==> src/rtl/adc_seq_pkg.sv <==
package adc_seq_pkg;

    typedef enum logic [1:0] {
        ST_IDLE  = 2'd0,
        ST_ISSUE = 2'd1,
        ST_WAIT  = 2'd2
    } seq_state_t;

    typedef enum logic [1:0] {
        LIM_ABOVE = 2'd0,
        LIM_BELOW = 2'd1,
        LIM_OUT_A = 2'd2,
        LIM_OUT_B = 2'd3
    } lim_cond_t;

    localparam int REG_ENA_LO   = 0;
    localparam int REG_ENA_HI   = 1;
    localparam int REG_CTRL     = 2;
    localparam int REG_UPPER    = 3;
    localparam int REG_LOWER    = 4;
    localparam int REG_STAT_LO  = 5;
    localparam int REG_STAT_HI  = 6;
    localparam int REG_RES_BASE = 32;

    localparam int CTRL_RUN      = 0;
    localparam int CTRL_LOOP     = 1;
    localparam int CTRL_SCAN_IRQ = 2;
    localparam int CTRL_LIM_EN   = 3;
    localparam int CTRL_COND_LSB = 4;

endpackage

==> src/rtl/adc_seq_pick.sv <==
// Lowest set bit of mask at or above index 'from'.
module adc_seq_pick #(
    parameter int NCH = 18,
    parameter int CHW = $clog2(NCH)
) (
    input  logic [NCH-1:0] mask,
    input  logic [CHW:0]   from,
    output logic           found,
    output logic [CHW-1:0] idx
);
    always_comb begin
        found = 1'b0;
        idx   = '0;
        for (int i = NCH - 1; i >= 0; i--) begin
            if (mask[i] && (i >= int'(from))) begin
                found = 1'b1;
                idx   = CHW'(i);
            end
        end
    end
endmodule

==> src/rtl/adc_seq_limit.sv <==
module adc_seq_limit
    import adc_seq_pkg::*;
#(
    parameter int RW = 12
) (
    input  logic [RW-1:0] result,
    input  logic [RW-1:0] upper,
    input  logic [RW-1:0] lower,
    input  lim_cond_t     cond,
    output logic          match
);
    logic over, under;

    assign over  = result > upper;
    assign under = result < lower;

    always_comb begin
        case (cond)
            LIM_ABOVE: match = over;
            LIM_BELOW: match = under;
            default:   match = over | under;
        endcase
    end
endmodule

==> src/rtl/adc_seq_fsm.sv <==
module adc_seq_fsm
    import adc_seq_pkg::*;
#(
    parameter int CHW = 5
) (
    input  logic           clk,
    input  logic           rst_n,
    input  logic           run_set,
    input  logic           run_clr,
    input  logic           loop_en,
    input  logic           conv_done,
    input  logic           first_found,
    input  logic [CHW-1:0] first_idx,
    input  logic           next_found,
    input  logic [CHW-1:0] next_idx,
    output logic           run,
    output logic [CHW-1:0] cur_ch,
    output logic           conv_start,
    output logic           accept,
    output logic           pass_end
);
    seq_state_t state;

    // State register and run flag
    always_ff @(posedge clk or negedge rst_n) begin
        if (!rst_n) begin
            state  <= ST_IDLE;
            run    <= 1'b0;
            cur_ch <= '0;
        end else if (run_clr) begin
            state <= ST_IDLE;
            run   <= 1'b0;
        end else begin
            unique case (state)
                ST_IDLE: begin
                    if (run) begin
                        if (first_found) begin
                            state  <= ST_ISSUE;
                            cur_ch <= first_idx;
                        end else begin
                            run <= 1'b0;
                        end
                    end
                end
                ST_ISSUE: state <= ST_WAIT;
                ST_WAIT: begin
                    if (conv_done) begin
                        if (next_found) begin
                            state  <= ST_ISSUE;
                            cur_ch <= next_idx;
                        end else if (loop_en && first_found) begin
                            state  <= ST_ISSUE;
                            cur_ch <= first_idx;
                        end else begin
                            state <= ST_IDLE;
                            run   <= 1'b0;
                        end
                    end
                end
                default: state <= ST_IDLE;
            endcase
            if (run_set) run <= 1'b1;
        end
    end

    // Outputs
    always_comb begin
        conv_start = (state == ST_ISSUE);
        accept     = (state == ST_WAIT) && conv_done;
        pass_end   = (state == ST_WAIT) && conv_done && !next_found;
    end

    assert_start_pulse_R2: assert property (@(posedge clk) disable iff (!rst_n)
        conv_start |=> !conv_start);

    assert_hold_until_done_R2: assert property (@(posedge clk) disable iff (!rst_n)
        (state == ST_WAIT && !conv_done) |=> !conv_start);

    assert_ascending_R2: assert property (@(posedge clk) disable iff (!rst_n)
        (accept && next_found && !run_clr) |=> (cur_ch > $past(cur_ch)));

    assert_oneshot_end_R4: assert property (@(posedge clk) disable iff (!rst_n)
        (pass_end && !loop_en && !run_set && !run_clr) |=> !run);

    assert_wrap_R5: assert property (@(posedge clk) disable iff (!rst_n)
        (pass_end && loop_en && first_found && !run_clr)
            |=> (conv_start && cur_ch == $past(first_idx)));

    assert_stop_R6: assert property (@(posedge clk) disable iff (!rst_n)
        run_clr |=> (!run && !conv_start));
endmodule

==> src/rtl/adc_scan_seq.sv <==
module adc_scan_seq
    import adc_seq_pkg::*;
#(
    parameter int NCH = 18,
    parameter int RW  = 12,
    parameter int DW  = 16,
    parameter int AW  = 6
) (
    input  logic                     clk,
    input  logic                     rst_n,
    input  logic                     wr_en,
    input  logic [AW-1:0]            wr_addr,
    input  logic [DW-1:0]            wr_data,
    input  logic [AW-1:0]            rd_addr,
    output logic [DW-1:0]            rd_data,
    output logic [$clog2(NCH)-1:0]   conv_ch,
    output logic                     conv_start,
    input  logic                     conv_done,
    input  logic [RW-1:0]            conv_result,
    output logic                     irq
);
    localparam int CHW = $clog2(NCH);
    localparam int PAD = 2 * DW - NCH;   // NCH must stay below 2*DW

    logic [NCH-1:0] ena, lstat;
    logic [NCH-1:0] ena_we, ena_wd, st_clr, st_set;
    logic           loop_en, scan_irq, lim_en;
    lim_cond_t      cond;
    logic [RW-1:0]  upper, lower;
    logic [RW-1:0]  res_mem [NCH];
    logic           evt_q;

    logic ctrl_wr, ena_lo_wr, ena_hi_wr, up_wr, lo_wr, stat_lo_wr, stat_hi_wr;
    logic run_set, run_clr, run;
    logic first_found, next_found, accept, pass_end, lim_hit;
    logic [CHW-1:0] first_idx, next_idx, cur_ch;

    assign ctrl_wr    = wr_en && (wr_addr == AW'(REG_CTRL));
    assign ena_lo_wr  = wr_en && (wr_addr == AW'(REG_ENA_LO));
    assign ena_hi_wr  = wr_en && (wr_addr == AW'(REG_ENA_HI));
    assign up_wr      = wr_en && (wr_addr == AW'(REG_UPPER));
    assign lo_wr      = wr_en && (wr_addr == AW'(REG_LOWER));
    assign stat_lo_wr = wr_en && (wr_addr == AW'(REG_STAT_LO));
    assign stat_hi_wr = wr_en && (wr_addr == AW'(REG_STAT_HI));

    assign run_set = ctrl_wr && wr_data[CTRL_RUN] && (|ena);
    assign run_clr = ctrl_wr && !wr_data[CTRL_RUN];

    // Per-channel write enables and flag set/clear terms
    for (genvar g = 0; g < NCH; g++) begin : g_ch
        localparam int WORD = g / DW;
        localparam int BIT  = g % DW;
        assign ena_we[g] = (WORD == 0) ? ena_lo_wr : ena_hi_wr;
        assign ena_wd[g] = wr_data[BIT];
        assign st_clr[g] = ((WORD == 0) ? stat_lo_wr : stat_hi_wr) && wr_data[BIT];
        assign st_set[g] = accept && lim_en && lim_hit && (cur_ch == CHW'(g));
    end

    adc_seq_pick #(.NCH(NCH), .CHW(CHW)) u_first (
        .mask (ena),
        .from ('0),
        .found(first_found),
        .idx  (first_idx)
    );

    adc_seq_pick #(.NCH(NCH), .CHW(CHW)) u_next (
        .mask (ena),
        .from ({1'b0, cur_ch} + 1'b1),
        .found(next_found),
        .idx  (next_idx)
    );

    adc_seq_limit #(.RW(RW)) u_limit (
        .result(conv_result),
        .upper (upper),
        .lower (lower),
        .cond  (cond),
        .match (lim_hit)
    );

    adc_seq_fsm #(.CHW(CHW)) u_fsm (
        .clk        (clk),
        .rst_n      (rst_n),
        .run_set    (run_set),
        .run_clr    (run_clr),
        .loop_en    (loop_en),
        .conv_done  (conv_done),
        .first_found(first_found),
        .first_idx  (first_idx),
        .next_found (next_found),
        .next_idx   (next_idx),
        .run        (run),
        .cur_ch     (cur_ch),
        .conv_start (conv_start),
        .accept     (accept),
        .pass_end   (pass_end)
    );

    assign conv_ch = cur_ch;

    always_ff @(posedge clk or negedge rst_n) begin
        if (!rst_n) begin
            ena      <= '0;
            lstat    <= '0;
            loop_en  <= 1'b0;
            scan_irq <= 1'b0;
            lim_en   <= 1'b0;
            cond     <= LIM_ABOVE;
            upper    <= '0;
            lower    <= '0;
            evt_q    <= 1'b0;
            for (int i = 0; i < NCH; i++) res_mem[i] <= '0;
        end else begin
            ena   <= (ena & ~ena_we) | (ena_wd & ena_we);
            lstat <= (lstat & ~st_clr) | st_set;
            evt_q <= accept && (!scan_irq || pass_end);
            if (ctrl_wr) begin
                loop_en  <= wr_data[CTRL_LOOP];
                scan_irq <= wr_data[CTRL_SCAN_IRQ];
                lim_en   <= wr_data[CTRL_LIM_EN];
                cond     <= lim_cond_t'(wr_data[CTRL_COND_LSB +: 2]);
            end
            if (up_wr) upper <= wr_data[RW-1:0];
            if (lo_wr) lower <= wr_data[RW-1:0];
            if (accept) res_mem[cur_ch] <= conv_result;
        end
    end

    assign irq = lim_en ? (|lstat) : evt_q;

    // Read port
    logic [2*DW-1:0] ena_wide, stat_wide;
    logic [AW-1:0]   res_off;

    assign ena_wide  = {{PAD{1'b0}}, ena};
    assign stat_wide = {{PAD{1'b0}}, lstat};
    assign res_off   = rd_addr - AW'(REG_RES_BASE);

    always_comb begin
        rd_data = '0;
        if (rd_addr >= AW'(REG_RES_BASE) && res_off < AW'(NCH)) begin
            rd_data = DW'(res_mem[res_off[CHW-1:0]]);
        end else begin
            case (rd_addr)
                AW'(REG_ENA_LO):  rd_data = ena_wide[DW-1:0];
                AW'(REG_ENA_HI):  rd_data = ena_wide[2*DW-1:DW];
                AW'(REG_CTRL):    rd_data = DW'({cond, lim_en, scan_irq, loop_en, run});
                AW'(REG_UPPER):   rd_data = DW'(upper);
                AW'(REG_LOWER):   rd_data = DW'(lower);
                AW'(REG_STAT_LO): rd_data = stat_wide[DW-1:0];
                AW'(REG_STAT_HI): rd_data = stat_wide[2*DW-1:DW];
                default:          rd_data = '0;
            endcase
        end
    end

    assert_empty_refuse_R3: assert property (@(posedge clk) disable iff (!rst_n)
        (ctrl_wr && wr_data[CTRL_RUN] && ena == '0 && !run) |=> !run);

    assert_flag_set_R8: assert property (@(posedge clk) disable iff (!rst_n)
        (accept && lim_en && lim_hit) |=> lstat[$past(cur_ch)]);

    assert_stat_sticky_R9: assert property (@(posedge clk) disable iff (!rst_n)
        (!stat_lo_wr && !stat_hi_wr) |=> ((lstat & $past(lstat)) == $past(lstat)));

    assert_scan_irq_R10: assert property (@(posedge clk) disable iff (!rst_n)
        (accept && !pass_end && !lim_en && scan_irq && !ctrl_wr) |=> !irq);
endmodule

==> config.mk <==
export PLATFORM = sky130hd
export DESIGN_NAME = adc_scan_seq
export DESIGN_NICKNAME = d
export VERILOG_FILES = /design/src/rtl/adc_seq_pkg.sv /design/src/rtl/adc_seq_pick.sv /design/src/rtl/adc_seq_limit.sv /design/src/rtl/adc_seq_fsm.sv /design/src/rtl/adc_scan_seq.sv
export SDC_FILE = /design/constraint.sdc
export NUM_CORES = 1
export LEC_CHECK = 0
export BUFFER_PORTS_ARGS = -buffer_cell sky130_fd_sc_hd__buf_2
export CORE_MARGIN = 3
export CORE_UTILIZATION = 67
export DETAILED_ROUTE_END_ITERATION = 10
export PLACE_DENSITY_LB_ADDON = 0.12
export SETUP_SLACK_MARGIN = 0.02
export SLEW_MARGIN = 30
export SYNTH_ARGS = -nofsm -noshare
export SYNTH_HDL_FRONTEND = slang
export SYNTH_HIERARCHICAL = 1
export SYNTH_SLANG_ARGS = --single-unit
==> constraint.sdc <==
create_clock -name clk -period 6 [get_ports clk]
set_input_delay 0.6 -clock clk [delete_from_list [all_inputs] [get_ports clk]]
set_output_delay 0.6 -clock clk [all_outputs]
set_load 0.05 [all_outputs]
**Yosys cells after proc, flatten, opt, wreduce, memory -nomap -nowiden**

Index checks and enable logic that the tools add are counted.

- Flip-flop bits (word level): 290
- Input port bits: 44
- Output and inout port bits: 23
- Logic and storage cells: 301

- Add/subtract/negate cells: 2
- Magnitude comparators: 25
- Equal/unequal tests: 42
- Muxes and demuxes: 103
- Bitwise operators: 11
- Reductions and logical operators: 88

Operators with widths:

| cell | number |
|---|---|
| 216-bit bitwise mux | 1 |
| 5-bit 2-to-1 mux | 41 |
| 16-bit case mux with 7 select lines | 1 |
| 1-bit logical AND | 72 |
| 12-bit binary-select mux with 5-bit select | 1 |
| 12-bit demux with 5-bit select | 1 |
| 18-bit bitwise AND | 3 |
| 4-bit by 6-bit >= comparator with 1-bit output (first input constant) | 8 |
| 1-bit 2-to-1 mux | 45 |
| 5-bit by 4-bit == test with 1-bit output (second input constant) | 8 |
| 6-bit by 3-bit == test with 1-bit output (second input constant) | 6 |
| 12-bit 2-to-1 mux | 3 |
| 18-bit NOT | 2 |
| 18-bit bitwise OR | 2 |
| 18-bit OR reduction | 2 |
| 6-bit by 2-bit == test with 1-bit output (second input constant) | 4 |
| 3-bit by 6-bit >= comparator with 1-bit output (first input constant) | 4 |
| 5-bit by 3-bit == test with 1-bit output (second input constant) | 4 |
| 6-bit >= comparator (second input constant) | 3 |
| 16-bit 2-to-1 mux | 1 |
| 6-bit by 1-bit == test with 1-bit output (second input constant) | 2 |
| 1-bit by 6-bit >= comparator with 1-bit output (first input constant) | 2 |
| 2-bit by 6-bit >= comparator with 1-bit output (first input constant) | 2 |
| 5-bit by 6-bit >= comparator with 1-bit output (first input constant) | 2 |
| other kinds (34) | 51 |

**Logic depth before layout (Yosys ltp)**

Gate-level depths: netlist of run 1.

- Depth after elaboration: 26
- Mapped depth: 12
- Gate-level depth less buffers: 11

**By module**

Netlist of run 1, hierarchy kept.

Modules (own cells, without submodules):

| module | times used | cells an instance | area each (um^2) | seq. area each (um^2) |
|---|---|---|---|---|
| adc_scan_seq | 1 | 944 | 13,217.7 | 7,056.8 |
| adc_seq_pick (u_next) | 1 | 96 | 619.3 | 0.0 |
| adc_seq_limit | 1 | 84 | 591.8 | 0.0 |
| adc_seq_pick (u_first) | 1 | 90 | 569.3 | 0.0 |
| adc_seq_fsm | 1 | 36 | 484.2 | 200.2 |

**Worst setup path after synthesis of run 1**

No wires, ideal clock.

- Kind: flip-flop to flip-flop
- Start: register u_fsm.cur_ch[1]
- End: register u_fsm.cur_ch[0]
- Library setup time: 0.125 ns
- Arrival time: 3.202 ns
- Required time: 5.875 ns
- Setup slack: 2.673 ns
- Stages on the path, launching flop included: 12
- Path buffers: 1
- Period minus slack after synthesis: 3.327 ns
- Cells stage by stage: dfrtp_1 ha_1 xor2_1 buf_2 nand3_2 a21oi_2 o21ai_1 o31a_1 or3b_1 a21oi_1 o22ai_4 mux2_4

- Longest elaborated chain between the ends: 24
- Elaborated cells between the ends (all ways): 78
- Classes of those cells: add/sub (1); order compare (18); eq/ne (1); mux (39); reduce/logical (19)

RTL lines:

| item | RTL line | text |
|---|---|---|
| start, declared | adc_seq_fsm.sv:17 | `output logic [CHW-1:0] cur_ch,` |
| start signal, assigned | adc_seq_fsm.sv:39 | `cur_ch <= first_idx;` |
| start signal, assigned | adc_seq_fsm.sv:50 | `cur_ch <= next_idx;` |
| start signal, assigned | adc_seq_fsm.sv:53 | `cur_ch <= first_idx;` |
| 5-bit by 1-bit adder with 6-bit output * | adc_scan_seq.sv:68 | `.from ({1'b0, cur_ch} + 1'b1),` |
| 5-bit by 6-bit >= comparator with 1-bit output | adc_seq_pick.sv:15 | `if (mask[i] && (i >= int'(from))) begin` |
| 1-bit logical AND | adc_seq_pick.sv:15 |  |
| 1-bit 2-to-1 mux (17 in series) | adc_seq_pick.sv:15 |  |
| 1-bit 2-to-1 mux * | adc_seq_pick.sv:15 |  |
| net next_found | adc_scan_seq.sv:35 | `logic first_found, next_found, accept, pass_end, lim_hit;` |
| 5-bit 2-to-1 mux | adc_seq_fsm.sv:48 | `if (next_found) begin` |
| 5-bit 2-to-1 mux | adc_seq_fsm.sv:47 | `if (conv_done) begin` |
| 5-bit case mux with 2 select lines | adc_seq_fsm.sv:34 | `unique case (state)` |

Mark *: on every way through the listed nets, which the timed path passes. The rest lies on a longest branch. The select of a mux whose other input is x is not followed.
A chain may end at the register's enable or synchronous reset.

**Final worst setup path of run 1**

- Start: input port rd_addr[0]
- End: output port rd_data[8]

- Longest elaborated chain between the ends: 6
- Elaborated cells between the ends (all ways): 17
- Classes of those cells: add/sub (1); order compare (2); eq/ne (6); mux (5); bitwise (1); reduce/logical (2)

RTL lines:

| item | RTL line | text |
|---|---|---|
| start, declared | adc_scan_seq.sv:14 | `input logic [AW-1:0] rd_addr,` |
| 6-bit subtractor | adc_scan_seq.sv:137 | `assign res_off = rd_addr - AW'(REG_RES_BASE);` |
| 5-bit NOT with 6-bit output (not written as such) | adc_scan_seq.sv:142 | `rd_data = DW'(res_mem[res_off[CHW-1:0]]);` |
| 12-bit binary-select mux with 5-bit select | adc_scan_seq.sv:142 |  |
| 12-bit 2-to-1 mux (not written as such) (2 in series) | adc_scan_seq.sv:142 |  |
| 16-bit 2-to-1 mux * | adc_scan_seq.sv:141 | `if (rd_addr >= AW'(REG_RES_BASE) && res_off < AW'(NCH)) begin` |
| end, declared | adc_scan_seq.sv:15 | `output logic [DW-1:0] rd_data,` |

Every way passes the cells marked *; elsewhere a longest branch is shown, timed or not. The select of a mux whose other input is x is not followed.

==> impl_metrics.yaml, run 1 <==
routing:
  dr.pass1.iters: 5
  routed_wl_mm: 43.16
  wire_per_inst_um: 26.63
  vias: 11090
  drtIter0Drc: 1227
  drc: 0
  antenna_left: 0
  vias_per_cell: 6.840
sta:
  finalClockSkew_ns: 0.01593
  min_period_ns: 3.919
  min_period_over_period: 0.6532
  relSlewSlack: 0.3299
  slew_violations: 0
  hold_violations: 0
  final-setup-viol-count: 0
  fin_setup_tns_ns: 0
  fmaxAchievable_ghz: 0.2552
  tightestPinTransition_ns: 0.9997
  rsz0062_at_grt: "false"
global_route:
  grt_pass1_wl_mm: 65.63
  antenna_found_initial: 2
  grt_max_degree: 173
  grt.overflow.total: 0
  grt_util_all_layers: 0.3498
  grt_pass1_vias: 10870
clocking:
  cts-htree-levels: 1
  clkTransAtPathRegs_ns: 0.07
  clock_path_buffers: 3
  root_buffer: "clkbuf_16"
  cts-buffers-inserted: 29
  clock-sinks: 290
  clk_latency_ns: 0.57
  tritoncts: "built"
  ctsResizeCount: 0
floorplan:
  die_h_um: 158.0
  design.core.area_sq_mm: 0.02223
  pin_count: 67
  start_util: 0.6965
  fp.dieW_um: 158.0
  dieArea_sq_mm: 0.02497
  rows: 54
setup_path:
  critPathSlowestCell: "buf_2"
  criticalPathCategory: "input pin to output pin"
  critical_path_required_ns: 5.40
  cp-start-kind: "input pin"
  ff2ff_setup_slack_ns: 2.10
  cp_max_fo: 35
  r2r-end: "u_fsm/cur_ch[0]$_DFFE_PN0P_"
  crit_top_cell: "buf_2"
  critical_path.cell_chain: "buf_2 > buf_4 > and3b_1 > a21oi_1 > o21ai_0 > or3_1 > nand3_1 > buf_2"
  arrival_ns: 3.32
  cp-end-kind: "output pin"
  reg2regPathDepth: 10
  cpPeakStageDelay_ns: 0.58
  rr_startpoint: "u_fsm/cur_ch[1]$_DFFE_PN0P_"
pwr:
  vdd_drop_max_mv: 0.2681
  leakage_nw: 8.129
  power_density_mw_per_mm2: 269.4
logic_synthesis:
  synth-edff-count: 0
  synth_cells: 1250
  synth_area_leaders: "dfrtp_1 (47%), mux2_2 (18%), mux4_2 (5.1%)"
  synth_top_area_cell: "dfrtp_1"
  synth_warnings: 6
  synth_top_cell_area_share: 0.4687
  synth_seq_cells: 290
  ys.flop_type: "dfrtp_1"
  syn-mean-instance-area_sq_um: 12.39
  syn_area_sq_mm: 0.01548
  synth-async-reset-ratio: 1.000
  seq_area_frac_synth: 0.4687
  synth_cell_types: 100
worst_hold_path:
  hp-class: "input pin to flip-flop"
  worstHoldPathCells: 2
  hold_start: "wr_data[14]"
layout:
  final_common_cell: "dfrtp_1"
  nets: 1389
  final_cell_mix: "dfrtp_1 (290), mux2_2 (250), nor2_1 (70)"
  syn_to_final_growth_pct: 10.58
  final_util: 0.7702
  drive_gt1_frac: 0.3567
flow_run:
  maxCapViolCount: 0
place:
  port_buffers: 66
  place_congestion: 0.9793
  post-dp-hpwl_mm: 29.05
status:
  status: "finished, final reports clean"
logic make-up after synthesis:
group,count (synthesis),share of synthesized area
muxes,346,0.2782
DFF,290,0.4687
adders and majority gates,28,0.02263
other,1,0.0002422
AOI/OAI and AO/OA,190,0.09310
and+or+nand+nor,282,0.09754
buffers and inverters,111,0.03839
xor gates and xnor gates,2,0.001132
power by group:
group | leakage [nW] | switching, W | internal [W] | total (W)
Clock | 0.535 | 0.000783 | 0.00123 | 0.00201
Combinational | 3.57 | 0.000314 | 0.000200 | 0.000513
Sequential | 4.02 | 0.0000849 | 0.00200 | 0.00209
Total | 8.13 | 0.00118 | 0.00343 | 0.00461
area by class of cell:
type                            count  area (sq um)
Timing Repair Buffer               83         525.5
Sequential cell                   290          7257
Inverter                           39         146.4
Tap cell                          280         350.3
Multi-Input combinational cell    874          7761
Clock inverter                     11         198.9
Antenna cell                        1         2.502
Fill cell                        1437          5109
Clock buffer                       43         878.3
cells in the mapped netlist (all sizes together), types with 12 or more instances:
| cell type | count |
|---|---|
| o21ai | 30 |
| dfrtp | 290 |
| nor2 | 79 |
| mux2i | 31 |
| nor2b | 19 |
| nand2 | 66 |
| a21oi | 28 |
| mux4 | 35 |
| ha | 28 |
| nand2b | 13 |
| nand3 | 23 |
| o2bb2ai | 17 |
| a22oi | 14 |
| buf | 55 |
| nor4 | 12 |
| clkbuf | 17 |
| mux2 | 280 |
| nand4 | 12 |
| inv | 39 |
worst max path at each step:
stage               slack, ns                         from  depth (start not counted)                          end
finish                   2.08                   rd_addr[0]                          8                   rd_data[8]
global route             1.89                   rd_addr[0]                          8                   rd_data[6]
CTS                      2.12                   rd_addr[0]                          8                  rd_data[10]
detailed placement       2.14                   rd_addr[0]                          8                  rd_data[10]
global placement         2.21  u_fsm/cur_ch[1]$_DFFE_PN0P_                         10  u_fsm/cur_ch[3]$_DFFE_PN0P_
floorplan                2.67  u_fsm/cur_ch[1]$_DFFE_PN0P_                         11  u_fsm/cur_ch[0]$_DFFE_PN0P_
worst max-delay path, delay by kind of cell:
kind	cells	cell delay (ns)
AND/OR/NAND/NOR	3	0.91
AO/OA/AOI/OAI	2	0.35
buffers and inverters	3	1.44
timing repair:
action / in CTS / in global routing
hold buffers: 0 / 1
endpoints found under the hold margin: 0 / 26
setup buffers: 0 / 0
through the flow:
step	instance area, sq um	hold slack, ns	cells	power, W	setup WS [ns]
2_1_floorplan	15580	0.3044	1275	0.002421	2.673
3_3_place_gp	15940	0.4835	1563	0.002597	2.213
3_5_place_dp	15970	0.4920	1563	0.002607	2.140
4_1_cts	17050	0.1591	1617	0.004603	2.117
5_1_grt	17120	0.2901	1620	0.004753	1.887
6_report	17120	0.2879	1621	0.004613	2.081
metal layers:
| layer | GRT usage | vias to the layer above | share of wire | wire length [um] |
|---|---|---|---|---|
| met3 | 0.09295 | 121 | 0.094 | 4063 |
| met2 | 0.5435 | 543 | 0.46 | 19760 |
| met1 | 0.4807 | 5655 | 0.41 | 17550 |
| met4 | 0.1286 | 2 | 0.041 | 1771 |
| li1 | - | 4766 | - | - |
| met5 | 0 | - | 0.00030 | 13 |
state kept, by name, summed over array words and instances (netlist names), named ones only:
register and cells:
res_mem 216, lstat 18, lower 12, upper 12
u_fsm/cur_ch 5, cond 2, u_fsm/state 2, evt_q 1
lim_en 1, loop_en 1, scan_irq 1, u_fsm/run 1
Note: power is estimated with default switching activity, not from simulation.
==> run 2: changes to the inputs <==
--- a/config.mk
+++ b/config.mk
@@ -7,7 +7,7 @@
 export LEC_CHECK = 0
 export BUFFER_PORTS_ARGS = -buffer_cell sky130_fd_sc_hd__buf_2
 export CORE_MARGIN = 3
-export CORE_UTILIZATION = 67
+export CORE_UTILIZATION = 62
 export DETAILED_ROUTE_END_ITERATION = 10
 export PLACE_DENSITY_LB_ADDON = 0.12
 export SETUP_SLACK_MARGIN = 0.02
==> constraint.sdc (replaced) <==
create_clock -name clk -period 3.8 [get_ports clk]
set_input_delay 0.38 -clock clk [delete_from_list [all_inputs] [get_ports clk]]
set_output_delay 0.38 -clock clk [all_outputs]
set_load 0.05 [all_outputs]
==> impl_metrics.yaml, run 2 (synthesis gave the netlist of run 1 again) <==
status:
  status: "finished, final reports clean"
clocking:
  hold_buffers: 1
  cts-htree-levels: 1
  clk_latency_ns: 0.57
  clock-sinks: 290
  root_buffer: "clkbuf_16"
  postCtsSetupRepairBufs: 0
  tritoncts: "built"
  clkTransAtPathRegs_ns: 0.06
  ctsResizeCount: 0
  clock_path_buffers: 3
  cts-buffers-inserted: 31
sta:
  fin_setup_tns_ns: 0
  fmaxAchievable_ghz: 0.2849
  hold_ws_ns: 0.05695
  final-setup-viol-count: 0
  relSlewSlack: 0.3712
  min_period_ns: 3.510
  rsz0062_at_grt: "false"
  finalClockSkew_ns: 0.008776
  slew_violations: 0
  hold_violations: 0
  min_period_over_period: 0.9237
  tightestPinTransition_ns: 0.9431
layout:
  num_antenna_cells: 0
  regMostFlops: "res_mem"
  top_regs: "res_mem: 216 flops, lstat: 18 flops"
  nets: 1425
  nFillCells: 1773
  register_area_sq_mm: 0.007257
  final_cell_mix: "dfrtp_1 (290), mux2_2 (250), nor2_1 (79)"
  largest_reg_flops: 216
  syn_to_final_growth_pct: 12.17
  final_util: 0.7099
  final_common_cell: "dfrtp_1"
  drive_gt1_frac: 0.3672
  multi_input_area_sq_mm: 0.007732
  fin_area_sq_mm: 0.01737
pwr:
  p_comb_frac: 0.117
  power_density_mw_per_mm2: 414.3
  leakage_nw: 8.278
  vdd_drop_max_mv: 0.3562
  swShare: 0.2610
  p_total_w: 0.007195
  power.switching_w: 0.001878
  power_frac_seq: 0.457
  p_int_w: 0.005317
  pwr-share-clk: 0.427
routing:
  vias: 11070
  drtIter0Drc: 1086
  wire_per_inst_um: 25.31
  vias_per_cell: 6.504
  antenna_left: 0
  dr.pass1.iters: 6
  routed_wl_mm: 43.08
  drc: 0
place:
  place_congestion: 0.9234
  post-dp-hpwl_mm: 29.64
  port_buffers: 66
  dpl_cell_area_sq_mm: 0.01629
setup_path:
  rr_startpoint: "u_fsm/cur_ch[1]$_DFFE_PN0P_"
  cp_max_fo: 15
  critical_path_required_ns: 4.25
  arrival_ns: 3.96
  crit_top_cell: "inv_1"
  criticalPathCategory: "flip-flop to flip-flop"
  critPathSlowestCell: "ha_1"
  ff2ff_setup_slack_ns: 0.29
  cpPeakStageDelay_ns: 0.64
  cp-end-kind: "flip-flop"
  critical_path.cell_chain: "buf_4 > inv_1 > ha_1 > inv_1 > a21boi_1 > o21ai_1 > o31a_1 > or3b_1 > nand3b_4 > mux2_1 > mux2_4"
  startpoint: "u_fsm/cur_ch[1]$_DFFE_PN0P_"
  cp-start-kind: "flip-flop"
floorplan:
  rows: 57
  pin_count: 67
  start_util: 0.6329
  die_h_um: 164.0
  design.core.area_sq_mm: 0.02446
  fp.dieW_um: 164.0
  dieArea_sq_mm: 0.02690
global_route:
  antenna_found_initial: 2
  grt_max_degree: 100
  grt_pass1_wl_mm: 66.43
  grt_pass1_vias: 11010
  grt_util_all_layers: 0.3257
  grt.overflow.total: 0
worst_hold_path:
  hp-class: "input pin to flip-flop"
  hold_start: "wr_data[14]"
flow_run:
  maxCapViolCount: 0
run 2: cell count changes in the layout (fill, tap and decap cells not counted), sizes merged:
| cell | before | now |
|---|---|---|
| clkbuf | 43 | 46 |
| buf | 82 | 116 |
| clkinv | 4 | 8 |
| bufinv | 5 | 2 |
| diode | 1 | 0 |
| inv | 41 | 40 |
| clkinvlp | 0 | 1 |
run 2: stage by stage:
stage / setup slack, ns / cells
after floorplan: 0.4733 / 1275
after global routing: 0.09102 / 1702
after global placement: 0.3091 / 1643
after detailed placement: 0.2249 / 1643
after CTS: 0.1694 / 1702
final: 0.2899 / 1702
run 2: worst paths after layout:
check / to / cells past startpoint
min reg2reg: res_mem[52]$_DFFE_PN0P_ / 1
max in group asynchronous: res_mem[64]$_DFFE_PN0P_ / 3
max: u_fsm/cur_ch[1]$_DFFE_PN0P_ / 11
min in group asynchronous: asynchronous set/reset pin / 2
min: flip-flop / 2
max reg2reg: u_fsm/cur_ch[1]$_DFFE_PN0P_ / 11
run 2: layer usage:
metal | up-vias | GRT usage | share of wire
li1 | 4833 | - | -
met1 | 5665 | 0.4576 | 0.42
met2 | 480 | 0.5287 | 0.47
met3 | 87 | 0.05195 | 0.074
met4 | 4 | 0.09612 | 0.034
met5 | - | 0 | 0.00074
run 2: critical path: cells and delay by family (launching register included):
kind / cells / cell delay, ns
adder cells (fa/ha/maj): 1 / 0.64
AO/OA/AOI/OAI: 3 / 0.70
flip-flops: 1 / 0.35
AND/OR/NAND/NOR: 2 / 0.67
multiplexers: 2 / 0.60
buffers and inverters: 3 / 0.41
run 2: final cells by class:
type	instances	area share
Clock inverter	12	0.007349
Multi-Input combinational cell	874	0.4452
Sequential cell	290	0.4179
Inverter	39	0.008429
Clock buffer	46	0.05367
Tap cell	324	0.02334
Timing Repair Buffer	117	0.04409
run 2: power by group through the flow:
stage	Sequential, W	Clock (W)	Combinational [W]
2_1_floorplan	0.00328	0	0.000539
3_3_place_gp	0.00334	0	0.000807
3_5_place_dp	0.00334	0	0.000821
4_1_cts	0.00328	0.00310	0.000827
5_1_grt	0.00329	0.00323	0.000915
6_report	0.00329	0.00307	0.000839
==> run 3: changes to the inputs <==
--- a/config.mk
+++ b/config.mk
@@ -7,7 +7,8 @@
 export LEC_CHECK = 0
 export BUFFER_PORTS_ARGS = -buffer_cell sky130_fd_sc_hd__buf_2
 export CORE_MARGIN = 3
-export CORE_UTILIZATION = 62
+export CORE_UTILIZATION = 64
+export CTS_BUF_LIST = sky130_fd_sc_hd__clkbuf_4
 export DETAILED_ROUTE_END_ITERATION = 10
 export PLACE_DENSITY_LB_ADDON = 0.12
 export SETUP_SLACK_MARGIN = 0.02
==> impl_metrics.yaml, run 3 (synthesis gave the netlist of run 1 again) <==
layout:
  syn_to_final_growth_pct: 11.78
  largest_reg_flops: 216
  drive_gt1_frac: 0.3862
  top_regs: "res_mem: 216 flops, lstat: 18 flops"
  final_cell_mix: "dfrtp_1 (290), mux2_2 (250), clkbuf_4 (103)"
  final_common_cell: "dfrtp_1"
  fin_cells: 1766
  regMostFlops: "res_mem"
  nets: 1477
floorplan:
  start_util: 0.6557
  dieArea_sq_mm: 0.02609
  rows: 56
  die_h_um: 161.5
  pin_count: 67
  fp.dieW_um: 161.5
  design.core.area_sq_mm: 0.02361
worst_hold_path:
  hp-class: "input pin to flip-flop"
  hold_start: "wr_data[5]"
  hold_end: "lower[5]$_DFFE_PN0P_"
  worstHoldPathCells: 2
clocking:
  tritoncts: "built"
  clock_path_buffers: 3
  clock-sinks: 290
  cts-htree-levels: 3
  cts-buffers-inserted: 76
  ctsResizeCount: 0
  clkTransAtPathRegs_ns: 0.07
  root_buffer: "clkbuf_4"
  clk_latency_ns: 0.68
setup_path:
  r2r-end: "u_fsm/cur_ch[2]$_DFFE_PN0P_"
  critPathTopFamily: "compound AO/OA/AOI/OAI gates"
  critical_path.cell_chain: "inv_1 > ha_1 > inv_1 > a21boi_1 > o21ai_1 > o31a_1 > or3b_1 > nand3b_4 > mux2_1 > mux2_4"
  critPathSlowestCell: "ha_1"
  cp.buffers_inverters: 2
  cp_max_fo: 15
  ff2ff_setup_slack_ns: 0.29
  cp-end-kind: "flip-flop"
  critical_path_required_ns: 4.36
  cp-start-kind: "flip-flop"
  criticalPathCategory: "flip-flop to flip-flop"
  reg2regPathDepth: 10
  rr_startpoint: "u_fsm/cur_ch[1]$_DFFE_PN0P_"
  cpPeakStageDelay_ns: 0.66
  arrival_ns: 4.07
  crit_top_cell: "inv_1"
  startpoint: "u_fsm/cur_ch[1]$_DFFE_PN0P_"
sta:
  min_period_over_period: 0.9231
  tightestPinTransition_ns: 0.9145
  fmaxAchievable_ghz: 0.2851
  rsz0062_at_grt: "false"
  relSlewSlack: 0.3904
  fin_setup_tns_ns: 0
  final-setup-viol-count: 0
  hold_violations: 0
  min_period_ns: 3.508
  slew_violations: 0
  finalClockSkew_ns: 0.03040
routing:
  vias_per_cell: 6.476
  dr.pass1.iters: 5
  wire_per_inst_um: 24.65
  wl_met2_mm: 20.17
  top_layer_used: "met5"
  routed-wl-met3_mm: 3.858
  met1_length_mm: 18.26
  drc: 0
  routed_wl_mm: 43.54
  drtIter0Drc: 1117
  antenna_left: 0
  vias: 11440
status:
  status: "finished, final reports clean"
global_route:
  antenna_found_initial: 3
  grt_max_degree: 104
  grt_pass1_wl_mm: 66.87
  grt_util_all_layers: 0.3347
  grt.overflow.total: 0
  grt_pass1_vias: 11410
place:
  post-dp-hpwl_mm: 29.83
  place_congestion: 0.9577
  port_buffers: 66
  placed_cells: 1634
pwr:
  power_density_mw_per_mm2: 390.6
  leakage_nw: 8.320
  vdd_drop_max_mv: 0.3377
  p_total_w: 0.006760
flow_run:
  maxCapViolCount: 0
run 3: routing by layer:
layer / track usage / up-vias
met2: 0.5165 / 508
li1: - / 4968
met1: 0.4637 / 5873
met3: 0.09207 / 84
met5: 0 / -
met4: 0.1134 / 4
run 3: where the power goes:
part	leakage [nW]	switching, W	internal, W	total, W
Combinational	3.76	0.000525	0.000336	0.000861
Sequential	4.02	0.000124	0.00316	0.00328
Clock	0.536	0.00123	0.00138	0.00262
run 3: metrics by stage:
stage	hold WS (ns)	setup WS [ns]	cell area (sq um)	util
after floorplan	0.08441	0.4733	15580	-
after global placement	0.3629	0.4571	16280	0.6894
after detailed placement	0.3514	0.3657	16280	0.6894
after CTS	0.006635	0.3570	17300	0.7327
after global routing	0.02848	0.03109	17310	0.7329
final	0.06099	0.2923	17310	0.7329
run 3: how the worst max path moves through the flow:
stage	to	slack (ns)	cells past startpoint
after floorplan	u_fsm/cur_ch[0]$_DFFE_PN0P_	0.47	11
after global placement	u_fsm/cur_ch[2]$_DFFE_PN0P_	0.46	10
after detailed placement	u_fsm/cur_ch[2]$_DFFE_PN0P_	0.37	10
after CTS	u_fsm/cur_ch[2]$_DFFE_PN0P_	0.36	10
after global routing	u_fsm/cur_ch[1]$_DFFE_PN0P_	0.03	10
final	u_fsm/cur_ch[2]$_DFFE_PN0P_	0.29	10
run 3: what timing repair did:
| action | 4_1_cts | 5_1_grt |
|---|---|---|
| hold endpoints to repair | 85 | 0 |
| hold buffers | 12 | 0 |
| buffers inserted | 0 | 0 |
run 3: final cells by class:
class	count	area, sq um
Multi-Input combinational cell	874	7725
Clock buffer	103	773.2
Inverter	39	146.4
Timing Repair Buffer	124	870.8
Clock inverter	15	130.1
Tap cell	319	399.1
Fill cell	1670	6306
Sequential cell	290	7257
Antenna cell	2	5.005
